--- src/rtl/srl_pkg.sv ---
package srl_pkg;

  // Signed module level, legal range -2 .. +2
  typedef logic signed [2:0] lvl_t;

  localparam lvl_t LVL_HI = 3'sd2;
  localparam lvl_t LVL_LO = -3'sd2;

  localparam int LVL_W = 3;

endpackage

--- src/rtl/srl_arm.sv ---
module srl_arm #(
  parameter int N_MOD = 4,
  parameter int VW    = 12
) (
  input  logic                clk,
  input  logic                rst_n,
  input  logic                bal_en,
  input  logic [N_MOD*VW-1:0] vdc,
  input  logic [VW-1:0]       thr,
  output logic                armed
);

  logic [N_MOD-1:0] over;
  logic             armed_q;
  logic             armed_d;

  // One threshold comparator per module
  for (genvar gi = 0; gi < N_MOD; gi++) begin : g_cmp
    assign over[gi] = vdc[gi*VW +: VW] > thr;
  end

  always_comb begin
    armed_d = bal_en & (armed_q | (|over));
  end

  always_ff @(posedge clk or negedge rst_n) begin
    if (!rst_n) begin
      armed_q <= 1'b0;
    end else begin
      armed_q <= armed_d;
    end
  end

  assign armed = armed_q;

  // an over-threshold voltage with bal_en turns balancing on
  a_r4_arm_on: assert property (@(posedge clk) disable iff (!rst_n)
    (bal_en && (|over)) |=> armed_q)
    else $error("balancing did not turn on");

  // dropping bal_en turns balancing off
  a_r4_arm_off: assert property (@(posedge clk) disable iff (!rst_n)
    !bal_en |=> !armed_q)
    else $error("balancing stayed on without bal_en");

  // once on, stays on while bal_en holds
  a_r4_arm_sticky: assert property (@(posedge clk) disable iff (!rst_n)
    (armed_q && bal_en) |=> armed_q)
    else $error("balancing dropped while enabled");

endmodule

--- src/rtl/srl_rank.sv ---
module srl_rank #(
  parameter int N_MOD = 4,
  parameter int VW    = 12,
  parameter int RW    = 6
) (
  input  logic [N_MOD*VW-1:0] vdc,
  input  logic [N_MOD-1:0]    elig,
  input  logic                low_first,
  output logic [N_MOD*RW-1:0] rank
);

  // Row gi counts the eligible modules preferred over module gi.
  for (genvar gi = 0; gi < N_MOD; gi++) begin : g_row
    logic [VW-1:0] v_self;
    logic [RW-1:0] cnt;

    assign v_self = vdc[gi*VW +: VW];

    always_comb begin
      cnt = '0;
      for (int j = 0; j < N_MOD; j++) begin
        logic [VW-1:0] v_other;
        logic          wins;
        v_other = vdc[j*VW +: VW];
        wins    = 1'b0;
        if ((j != gi) && elig[j]) begin
          if (v_other == v_self) begin
            wins = (j < gi);
          end else if (low_first) begin
            wins = (v_other < v_self);
          end else begin
            wins = (v_other > v_self);
          end
        end
        if (wins) begin
          cnt = cnt + RW'(1);
        end
      end
    end

    assign rank[gi*RW +: RW] = cnt;
  end

endmodule

--- src/rtl/srl_sum.sv ---
module srl_sum #(
  parameter int N_MOD = 4,
  parameter int SW    = 6
) (
  input  logic [N_MOD*3-1:0]   lvls,
  output logic signed [SW-1:0] total
);

  always_comb begin
    total = '0;
    for (int i = 0; i < N_MOD; i++) begin
      total = total + $signed({{(SW-3){lvls[3*i+2]}}, lvls[3*i +: 3]});
    end
  end

endmodule

--- src/rtl/srl_lane.sv ---
module srl_lane
  import srl_pkg::*;
(
  input  logic clk,
  input  logic rst_n,
  input  logic tick,
  input  logic armed,
  input  lvl_t pass_lvl,
  input  logic sel,
  input  logic up,
  output lvl_t lvl
);

  lvl_t lvl_q;
  lvl_t lvl_d;

  always_comb begin
    lvl_d = lvl_q;
    if (!armed) begin
      lvl_d = pass_lvl;
    end else if (sel) begin
      lvl_d = up ? (lvl_q + 3'sd1) : (lvl_q - 3'sd1);
    end
  end

  always_ff @(posedge clk or negedge rst_n) begin
    if (!rst_n) begin
      lvl_q <= '0;
    end else if (tick) begin
      lvl_q <= lvl_d;
    end
  end

  assign lvl = lvl_q;

  // no strobe, no change
  a_r2_hold_idle: assert property (@(posedge clk) disable iff (!rst_n)
    !tick |=> $stable(lvl_q))
    else $error("level moved without a strobe");

  // pass-through while balancing is off
  a_r3_pass: assert property (@(posedge clk) disable iff (!rst_n)
    (tick && !armed) |=> (lvl_q == $past(pass_lvl)))
    else $error("pass-through level mismatch");

  // at most one step per update while balancing
  a_r11_one_step: assert property (@(posedge clk) disable iff (!rst_n)
    (tick && armed) |=> ((lvl_q == $past(lvl_q)) ||
                         (lvl_q == ($past(lvl_q) + 3'sd1)) ||
                         (lvl_q == ($past(lvl_q) - 3'sd1))))
    else $error("level jumped by more than one step");

  // selection never pushes a saturated lane
  a_r11_no_push_sat: assert property (@(posedge clk) disable iff (!rst_n)
    (tick && armed && sel) |-> (up ? (lvl_q != LVL_HI) : (lvl_q != LVL_LO)))
    else $error("saturated lane selected");

  // legal level range
  a_r11_range: assert property (@(posedge clk) disable iff (!rst_n)
    (lvl_q >= LVL_LO) && (lvl_q <= LVL_HI))
    else $error("level out of range");

endmodule

--- src/rtl/smooth_level_rebalancer.sv ---
module smooth_level_rebalancer
  import srl_pkg::*;
#(
  parameter int N_MOD = 4,
  parameter int VW    = 12
) (
  input  logic                  clk,
  input  logic                  rst_n,
  input  logic                  tick,
  input  logic                  bal_en,
  input  logic                  cur_pos,
  input  logic [VW-1:0]         thr,
  input  logic [N_MOD*3-1:0]    mod_lvl,
  input  logic [N_MOD*VW-1:0]   vdc,
  output logic [N_MOD*3-1:0]    lvl_out
);

  // Difference spans +/- 4*N_MOD; one extra bit for sign
  localparam int MW = $clog2(4*N_MOD + 1) + 1;
  localparam int RW = MW;

  logic                  armed;
  logic signed [MW-1:0]  ref_sum;
  logic signed [MW-1:0]  cur_sum;
  logic signed [MW-1:0]  diff;
  logic [MW-1:0]         mag;
  logic                  go_up;
  logic                  go_dn;
  logic                  low_first;
  logic [N_MOD-1:0]      elig;
  logic [N_MOD-1:0]      sel;
  logic [N_MOD-1:0]      leader;
  logic [N_MOD*RW-1:0]   rank;
  lvl_t                  lvl_w [N_MOD];

  srl_arm #(.N_MOD(N_MOD), .VW(VW)) u_arm (
    .clk    (clk),
    .rst_n  (rst_n),
    .bal_en (bal_en),
    .vdc    (vdc),
    .thr    (thr),
    .armed  (armed)
  );

  srl_sum #(.N_MOD(N_MOD), .SW(MW)) u_ref_sum (
    .lvls  (mod_lvl),
    .total (ref_sum)
  );

  srl_sum #(.N_MOD(N_MOD), .SW(MW)) u_cur_sum (
    .lvls  (lvl_out),
    .total (cur_sum)
  );

  always_comb begin
    diff      = ref_sum - cur_sum;
    go_up     = (diff > 0);
    go_dn     = diff[MW-1];
    mag       = go_dn ? MW'(-diff) : MW'(diff);
    // positive current with a rise, or negative current with a fall
    low_first = (go_up == cur_pos);
  end

  always_comb begin
    for (int i = 0; i < N_MOD; i++) begin
      elig[i] = (go_up && (lvl_w[i] < LVL_HI)) ||
                (go_dn && (lvl_w[i] > LVL_LO));
    end
  end

  srl_rank #(.N_MOD(N_MOD), .VW(VW), .RW(RW)) u_rank (
    .vdc       (vdc),
    .elig      (elig),
    .low_first (low_first),
    .rank      (rank)
  );

  always_comb begin
    for (int i = 0; i < N_MOD; i++) begin
      sel[i]    = elig[i] && (rank[i*RW +: RW] < mag);
      leader[i] = elig[i] && (rank[i*RW +: RW] == '0);
    end
  end

  for (genvar gi = 0; gi < N_MOD; gi++) begin : g_lane
    srl_lane u_lane (
      .clk      (clk),
      .rst_n    (rst_n),
      .tick     (tick),
      .armed    (armed),
      .pass_lvl (lvl_t'(mod_lvl[gi*3 +: 3])),
      .sel      (sel[gi]),
      .up       (go_up),
      .lvl      (lvl_w[gi])
    );
  end

  always_comb begin
    for (int i = 0; i < N_MOD; i++) begin
      lvl_out[i*3 +: 3] = lvl_w[i];
    end
  end

  // balanced sum leaves every level in place
  a_r5_hold_balanced: assert property (@(posedge clk) disable iff (!rst_n)
    (tick && armed && (diff == 0)) |=> $stable(lvl_out))
    else $error("levels moved with zero difference");

  // a rise request lifts the applied sum
  a_r6_sum_rises: assert property (@(posedge clk) disable iff (!rst_n)
    (tick && armed && go_up) |=> (cur_sum > $past(cur_sum)))
    else $error("sum did not rise");

  // a fall request lowers the applied sum
  a_r8_sum_falls: assert property (@(posedge clk) disable iff (!rst_n)
    (tick && armed && go_dn) |=> (cur_sum < $past(cur_sum)))
    else $error("sum did not fall");

  // stepping never overshoots the reference
  a_r10_no_overshoot_up: assert property (@(posedge clk) disable iff (!rst_n)
    (tick && armed && go_up) |=> (cur_sum <= $past(ref_sum)))
    else $error("rise overshot the reference");

  a_r10_no_overshoot_dn: assert property (@(posedge clk) disable iff (!rst_n)
    (tick && armed && go_dn) |=> (cur_sum >= $past(ref_sum)))
    else $error("fall overshot the reference");

  // no more lanes stepped than the difference asks for
  a_r10_step_count: assert property (@(posedge clk) disable iff (!rst_n)
    (tick && armed) |-> ($countones(sel) <= mag))
    else $error("too many lanes selected");

  // with any eligible lane, exactly one heads the order
  a_r12_single_leader: assert property (@(posedge clk) disable iff (!rst_n)
    (|elig) |-> $onehot(leader))
    else $error("rank order has no unique leader");

endmodule

--- config.mk ---
export PLATFORM = sky130hd
export DESIGN_NAME = smooth_level_rebalancer
export DESIGN_NICKNAME = d
export VERILOG_FILES = /design/src/rtl/srl_pkg.sv /design/src/rtl/srl_arm.sv /design/src/rtl/srl_rank.sv /design/src/rtl/srl_sum.sv /design/src/rtl/srl_lane.sv /design/src/rtl/smooth_level_rebalancer.sv
export SDC_FILE = /design/constraint.sdc
export NUM_CORES = 1
export LEC_CHECK = 0
export CORE_MARGIN = 4
export CORE_UTILIZATION = 45
export DETAILED_ROUTE_END_ITERATION = 16
export GPL_ROUTABILITY_DRIVEN = 0
export PLACE_DENSITY = 0.71
export REMOVE_ABC_BUFFERS = 1
export SLEW_MARGIN = 20
export SYNTH_ARGS = -nofsm -noshare
export SYNTH_HDL_FRONTEND = slang
export SYNTH_SLANG_ARGS = --single-unit
--- constraint.sdc ---
create_clock -name clk -period 7.1 [get_ports clk]
set_input_delay 2.13 -clock clk [delete_from_list [all_inputs] [get_ports clk]]
set_output_delay 2.13 -clock clk [all_outputs]
set_load 0.1 [all_outputs]
======== Word level (Yosys, flattened, before mapping) ========
Cells that the tools add are included.
word-level totals
  register bits ........................... 13
  input port bits ......................... 77
  logic and storage cells ................. 171
  output and inout bits ................... 12
operators by class
  add/subtract/negate cells ............... 24
  order comparisons ....................... 41
  muxes and demuxes ....................... 61
  reduce and logical (&&, ||, !) cells .... 21
  bitwise logic cells ..................... 2
  equal/unequal tests ..................... 17
operator list
  cell                   number
  $gt A12 B12 Y1         16
  $eq A12 B12 Y1         12
  $lt A12 B12 Y1         12
  $mux W6                9
  $mux W1                40
  $mux W3                12
  $add A6 B1 Y6 const B  4
  $lt A6 B6 Y1           4
  $add A3 B2 Y3 const B  4
  $add A6 B3 Y6          2
  $gt A3 B2 Y1 const B   4
  $logic_and A1 B1 Y1    12
  $lt A3 B3 Y1 const B   4
  $sub A3 B2 Y3 const B  4
  $add A4 B3 Y5          2
  $add A1 B1 Y2 const B  4
  $add A3 B3 Y4          2
  $ne A2 B1 Y1 const B   4
  $reduce_and A2 Y1      4
  $gt A6 B1 Y1 const B   1
  $neg A6 Y6             1
  $sub A6 B6 Y6          1
  $logic_or A1 B1 Y1     4
  $reduce_or A4 Y1       1
  3 further kinds        3

======== Depth between registers and ports, before layout ========
Gate-level depths: netlist of run 1.
  depth in word-level cells ............... 18
  gate-level depth with buffers ........... 31

======== By module ========
A second synthesis of run 1 with hierarchy kept.
second synthesis, totals
  cell total of the unflattened synthesis .. 689
  area, all modules ....................... 5679.2 um^2
modules (own cells, without submodules)
  module                   cells each  instances  area each (um^2)
  srl_rank                 309         1          2351.0
  srl_arm                  136         1          1119.8
  smooth_level_rebalancer  112         1          857.1
  srl_lane                 21          4          201.4
  srl_sum (u_ref_sum)      25          1          275.3
  srl_sum (u_cur_sum)      23          1          270.3

======== Worst setup path before layout of run 1 ========
OpenSTA, ideal clock, no wires.
  path kind ............................... input-to-reg
  from .................................... in mod_lvl[1]
  to ...................................... reg g_lane[1].u_lane.lvl_q[0]
  path slack .............................. -498 ps
  stages on the path ...................... 25
  data required time ...................... 6973 ps
  setup time .............................. 127 ps
  data arrival time ....................... 7471 ps
  path through ............................ fa_1 > ha_1 > inv_1 > fa_1 > fa_1 > inv_1 > ha_1 > o21ai_1 > o21bai_1 > a21oi_2 > xnor2_2 > buf_6 > nor3_1 > a311oi_1 > nor2b_1 > inv_1 > ha_1 > mux2i_1 > ha_1 > nor2b_1 > and4_1 > o21ai_2 > nand3_2 > a21boi_2 > mux2_4
on the way
  cells in the longest elaborated chain, start to end .. 18
  elaborated cells between the ends (all ways) .. 41
  classes of those cells .................. add/sub: 7; order compare: 2; eq/ne: 2; mux: 16; reduce/logical: 14
ends and longest elaborated chain
  what                         RTL line                       RTL
  from (decl)                  smooth_level_rebalancer.sv:13  input logic [N_MOD*3-1:0] mod_lvl,
  $add A3 B3 Y4 (*)            srl_sum.sv:12                  total = total + $signed({{(SW-3){lvls[3*i+2]}}, lvls[3*i +: 3]});
  $add A4 B3 Y5 (*)            srl_sum.sv:12
  $add A6 B3 Y6 (*)            srl_sum.sv:12
  $sub A6 B6 Y6 (*)            smooth_level_rebalancer.sv:56  diff = ref_sum - cur_sum;
  $gt A6 B1 Y1                 smooth_level_rebalancer.sv:57  go_up = (diff > 0);
  $eq A1 B1 Y1                 smooth_level_rebalancer.sv:61  low_first = (go_up == cur_pos);
  $mux W1                      srl_rank.sv:29                 end else if (low_first) begin
  $mux W1                      srl_rank.sv:27                 if (v_other == v_self) begin
  [... 2 more ...]             --
  $add A1 B1 Y2                srl_rank.sv:36                 cnt = cnt + RW'(1);
  $mux W6                      srl_rank.sv:35                 if (wins) begin
  $add A6 B1 Y6                srl_rank.sv:36
  $mux W6                      srl_rank.sv:35
  $lt A6 B6 Y1                 smooth_level_rebalancer.sv:80  sel[i] = elig[i] && (rank[i*RW +: RW] < mag);
  $logic_and A1 B1 Y1          smooth_level_rebalancer.sv:80
  $ne A2 B1 Y1 (no line)       --
  $reduce_and A2 Y1 (no line)  --
  to (signal assigned)         srl_lane.sv:30                 lvl_q <= lvl_d;
  to (decl)                    srl_lane.sv:14                 lvl_t lvl_q;
Every way passes the cells marked *; elsewhere a longest branch is shown, timed or not. The select of a mux whose other input is x is not followed.
A chain may end at the register's enable or synchronous reset.

======== Worst setup path after layout of run 1 ========
Ends and elaborated chain as after synthesis.

==> results.json, run 1 <==
{
  "outcome": "finished, violations left",
  "violations": "negative setup slack",
  "rsz0062_at_grt": "yes",
  "hold_path.class": "reg -> reg",
  "r2r_setup_slack_ps": 270,
  "final_area_um2": 7690,
  "seq_area_frac_synth": 0.0609,
  "slew_headroom": 0.341,
  "grt_pass1_wl_um": 27600,
  "antenna_found_initial": 0,
  "yosys.area.top_type": "ha_1",
  "clk_pin_slew_ps": 50,
  "clockRootBuffer": "clkbuf_16",
  "synth_edf_count": 0,
  "final_core_util": 0.668,
  "synth-adder-area-share": 0.427,
  "final_nets": 1058,
  "critPathKind": "in -> reg",
  "port_buffers": 88,
  "rr_startpoint": "g_lane[2].u_lane.lvl[1]",
  "crit_family": "adder cells",
  "ant_nets": 0,
  "finalCriticalPeriod_ps": 7540,
  "start_util": 0.464,
  "finClkSkew_ps": 7.66,
  "drive_gt1_frac": 0.253,
  "final.setup.tns_ps": -4540,
  "syn2layout_area_growth_pct": 43.9,
  "die_w_um": 117,
  "layout_commonest_cell": "ha_1",
  "busiest_layer": "met2",
  "grt_pass1_vias": 5771,
  "dp_hpwl_um": 14000,
  "crit_cells": 28,
  "track_usage": 0.250,
  "tightest_slew_ps": 985,
  "insertion_delay_ps": 250,
  "synthMuxAreaShare": 0.0431,
  "syn-cell-area_um2": 5340,
  "fp.dieH_um": 117,
  "syn_area_per_cell_um2": 8.41,
  "synth_compound_area_frac": 0.208,
  "end_kind": "register",
  "synth_top_area_frac": 0.344,
  "critPathMaxFanout": 5,
  "clk_path_buf_depth": 2,
  "synthCells": 635,
  "drc_errors": 0,
  "layout_setup_ws_ps": -445,
  "required_ps": 7230,
  "finalHoldViolations": 0,
  "wire_per_inst_um": 18.3,
  "vias_per_cell": 5.82,
  "rows": 39,
  "final_cell_mix": "ha_1, inv_1, buf_4",
  "hold_depth": 2,
  "cp-start-kind": "input pin",
  "clock-sinks": 13,
  "cts_hold_buf": 0,
  "fp.dieArea_um2": 13700,
  "synthArstFlopShare": 1.00,
  "place_area_um2": 6880,
  "synth-xor-area-share": 0.0309,
  "n_antenna_cell": 0,
  "setup.worst_path.end": "g_lane[1].u_lane.lvl[0]",
  "grt.overflow.total": 0,
  "synth_cell_type_count": 62,
  "cts_buffers": 3,
  "use_met2": 0.452,
  "crit_start": "mod_lvl[1]",
  "timing.rr.end": "g_lane[1].u_lane.lvl[0]",
  "worst-path-buf-inv": 6,
  "drt_iter0_drc": 364,
  "vias": 5557,
  "fmax_mhz": 133,
  "first_pass_iters": 5,
  "slowest_stage": "fa_1",
  "synth_area_leaders": "ha_1, fa_1, inv_1",
  "drv_cap": 0,
  "cts-htree-levels": 1,
  "r2r_cells": 31,
  "met1_usage": 0.330,
  "synth_top_family_by_area": "adder cells",
  "ios": 89,
  "post-route-period-util": 1.06,
  "arrival_ps": 7680,
  "ys_ff_latch": 13,
  "met3_usage": 0.0206,
  "synth_simple_gate_area_frac": 0.157,
  "setup_viol": 12,
  "coreArea_um2": 11500,
  "ys_warn_count": 0,
  "grt_max_degree": 22,
  "maxSlewViolCount": 0,
  "cts_tree": "yes",
  "critical_path.max_stage_delay_ps": 590,
  "synthFlopType": "dfrtp_1",
  "totalWireLength_um": 17400
}
-- layout make-up --
class / count / area (um2)
Multi-Input combinational cell: 519 / 5170
Tap cell: 143 / 179
Clock inverter: 1 / 5.00
Clock buffer: 3 / 75.1
Fill cell: 902 / 3830
Inverter: 98 / 373
Timing Repair Buffer: 177 / 1560
Sequential cell: 13 / 325
-- state kept, by name, summed over array words and instances (netlist names) --
register and count:
g_lane.u_lane.lvl 12, u_arm.armed 1
-- timing repair --
| action | in CTS | in global routing |
|---|---|---|
| endpoints found under the setup margin | 12 | 12 |
| pin swaps | 52 | 45 |
| gates cloned | 0 | 0 |
| resized for setup | 110 | 51 |
| buffers inserted | 12 | 10 |
-- logic make-up after synthesis --
logic type,after synthesis
AOI/OAI and AO/OA,161
and+or+nand+nor,150
buffers and inverters,103
DFF,13
xor gates and xnor gates,18
muxes,21
adders and majority gates,169
-- how the worst min path moves through the flow --
stage	endpoint	startpoint	slack, ps
after global routing	g_lane[0].u_lane.lvl[1]	g_lane[0].u_lane.lvl[1]	680
after CTS	g_lane[0].u_lane.lvl[1]	g_lane[0].u_lane.lvl[1]	660
final	g_lane[0].u_lane.lvl[1]	g_lane[0].u_lane.lvl[1]	650
after global placement	g_lane[0].u_lane.lvl[1]	g_lane[0].u_lane.lvl[1]	640
after detailed placement	g_lane[0].u_lane.lvl[1]	g_lane[0].u_lane.lvl[1]	660
after floorplan	g_lane[1].u_lane.lvl[2]	u_arm.armed	780
-- synth_stat cells, drive strengths merged, types with 2 or more instances --
library cell    n
nor2           21
nor3            6
and2            3
a211o           2
nor2b          14
and4            4
dfrtp          13
a311oi          4
inv            98
a311o           3
o31ai           3
a21boi          2
nand2          28
nand4          30
o21bai          3
xor2            9
nand3          14
or3             2
or2             5
and3            3
a21o           40
o21ai          23
mux2            7
o21a           10
mux2i          14
a21oi          44
o211ai          3
nor4            3
xnor2           9
nand2b         14
clkbuf          4
a211oi          6
o221ai          5
fa             22
ha            147
o22ai           5
-- metrics by stage --
| stage | hold slack (ps) | setup WS (ps) | std cells |
|---|---|---|---|
| after global routing | 681 | -671 | 954 |
| after floorplan | 777 | -624 | 630 |
| after CTS | 662 | -309 | 944 |
| after global placement | 641 | -1030 | 928 |
| after detailed placement | 656 | -1250 | 928 |
| final | 649 | -445 | 954 |
-- metal layers --
metal | routed length (um) | vias to the layer above
met5 | 0 | -
met4 | 261 | 0
met3 | 823 | 27
met2 | 8850 | 172
met1 | 7500 | 2702
li1 | - | 2656
-- worst reg2reg max path: cells and delay by family (launching register included) --
family | cells | cell delay, ps
flops | 1 | 480
buf+inv | 8 | 730
xor+xnor | 1 | 160
mux | 3 | 730
simple gates | 6 | 840
fa+ha+maj | 8 | 2800
compound gates | 5 | 970
Power of run 1 is left out: the tool's default activity adds up to more than one toggle a clock period on the data nets, which glitch-free logic cannot reach.
==> inputs of run 2 (changes only) <==
- CAP_MARGIN: not set -> 20
- CELL_PAD_IN_SITES_DETAIL_PLACEMENT: not set -> 1
- CELL_PAD_IN_SITES_GLOBAL_PLACEMENT: not set -> 1
- CORE_UTILIZATION: 45 -> 42
- PLACE_DENSITY: 0.71 -> 0.86
==> results.json, run 2 (synthesis gave the netlist of run 1 again) <==
{
  "syn2layout_area_growth_pct": 47.9,
  "dp_hpwl_um": 17800,
  "cts_tree": "yes",
  "first_pass_iters": 7,
  "start_util": 0.438,
  "outcome": "finished, violations left",
  "layout_setup_ws_ps": -1500,
  "largest_reg_flops": 12,
  "drt_iter0_drc": 952,
  "finalHoldViolations": 0,
  "fp.dieArea_um2": 14600,
  "coreArea_um2": 12200,
  "final_core_util": 0.647,
  "critPathKind": "in -> reg",
  "n_antenna_cell": 0,
  "hold_depth": 2,
  "clk_pin_slew_ps": 60,
  "final_area_um2": 7900,
  "antenna_found_initial": 0,
  "hold_slack_ps": 683,
  "setup.worst_path.end": "g_lane[1].u_lane.lvl[2]",
  "track_usage": 0.409,
  "totalWireLength_um": 35400,
  "finalCriticalPeriod_ps": 8600,
  "cp-start-kind": "input pin",
  "ios": 89,
  "ant_nets": 0,
  "drive_gt1_frac": 0.285,
  "grt.overflow.total": 0,
  "grt_pass1_wl_um": 45500,
  "cts_buffers": 3,
  "critPathMaxFanout": 5,
  "grt_pass1_vias": 7537,
  "layout_commonest_cell": "ha_1",
  "die_w_um": 121,
  "setup_viol": 12,
  "final_cell_mix": "ha_1, buf_4, inv_1",
  "clock-sinks": 13,
  "grt_max_degree": 22,
  "clockRootBuffer": "clkbuf_16",
  "clk_path_buf_depth": 2,
  "port_buffers": 88,
  "r2r_cells": 32,
  "required_ps": 7210,
  "hold_path.class": "reg -> reg",
  "fp.dieH_um": 121,
  "cts-htree-levels": 1,
  "rows": 40,
  "drc_errors": 0,
  "rr_startpoint": "g_lane[0].u_lane.lvl[1]",
  "timing.rr.end": "g_lane[1].u_lane.lvl[2]",
  "final.setup.tns_ps": -13220,
  "place_area_um2": 6870,
  "vias": 7064,
  "post-route-period-util": 1.21,
  "vias_per_cell": 7.14,
  "rsz0062_at_grt": "yes",
  "violations": "negative setup slack",
  "r2r_setup_slack_ps": -880,
  "end_kind": "register",
  "wire_per_inst_um": 35.8,
  "arrival_ps": 8720,
  "finClkSkew_ps": 10.8,
  "slew_headroom": 0.311,
  "tightest_slew_ps": 1030,
  "maxSlewViolCount": 0,
  "fmax_mhz": 116,
  "insertion_delay_ps": 260,
  "crit_start": "mod_lvl[5]",
  "final_nets": 1068,
  "drv_cap": 0
}
[run 2: critical path: stages]
cell      delay [ps]
clkbuf_2         120
fa_2             650
ha_4             230
a211oi_2         460
mux2i_2          170
fa_1             430
xor2_1           170
xnor2_1          350
xor2_1           450
mux2_4           260
nand4_4          210
a211oi_1         370
a221o_1          210
nand2b_4         210
inv_4             60
ha_4             160
inv_2             40
mux2i_1           80
ha_1             330
buf_6            120
nand3_1          280
mux2_4           410
buf_4            160
nand4_1          140
o21bai_1         130
a21oi_2          370
[run 2: metal layers]
layer,wire length [um],vias up,global-route usage,share of wire
met3,4410,331,0.103,0.12
met5,0,-,0,0
met2,15500,734,0.687,0.44
li1,-,2675,-,-
met4,3800,0,0.298,0.11
met1,11700,3324,0.444,0.33
[run 2: worst min path at each step]
stage                                 start                 endpoint  slack (ps)
floorplan                       u_arm.armed  g_lane[1].u_lane.lvl[2]         780
global placement    g_lane[0].u_lane.lvl[1]  g_lane[0].u_lane.lvl[1]         620
detailed placement  g_lane[0].u_lane.lvl[1]  g_lane[0].u_lane.lvl[1]         630
CTS                 g_lane[0].u_lane.lvl[1]  g_lane[0].u_lane.lvl[1]         650
global route        g_lane[2].u_lane.lvl[1]  g_lane[2].u_lane.lvl[1]         710
finish              g_lane[2].u_lane.lvl[1]  g_lane[2].u_lane.lvl[1]         680
[run 2: through the flow]
step                      setup WS [ps]  instances
after floorplan                    -624        630
after global placement            -1000        946
after detailed placement          -1550        946
after CTS                          -638        982
after global routing              -1530        989
final                             -1500        989
[run 2: timing repair]
action / in CTS / in global routing
buffers inserted: 32 / 7
resized for setup: 130 / 58
hold buffers: 0 / 0
pin swaps: 57 / 43
setup endpoints to repair: 12 / 12
[run 2: final cells by class]
cell class | count | area, um2
Inverter | 98 | 375
Sequential cell | 13 | 325
Timing Repair Buffer | 187 | 1650
Fill cell | 1397 | 4310
Multi-Input combinational cell | 519 | 5260
Tap cell | 168 | 210
Clock buffer | 4 | 78.8
Power of run 2 is left out for the same reason.
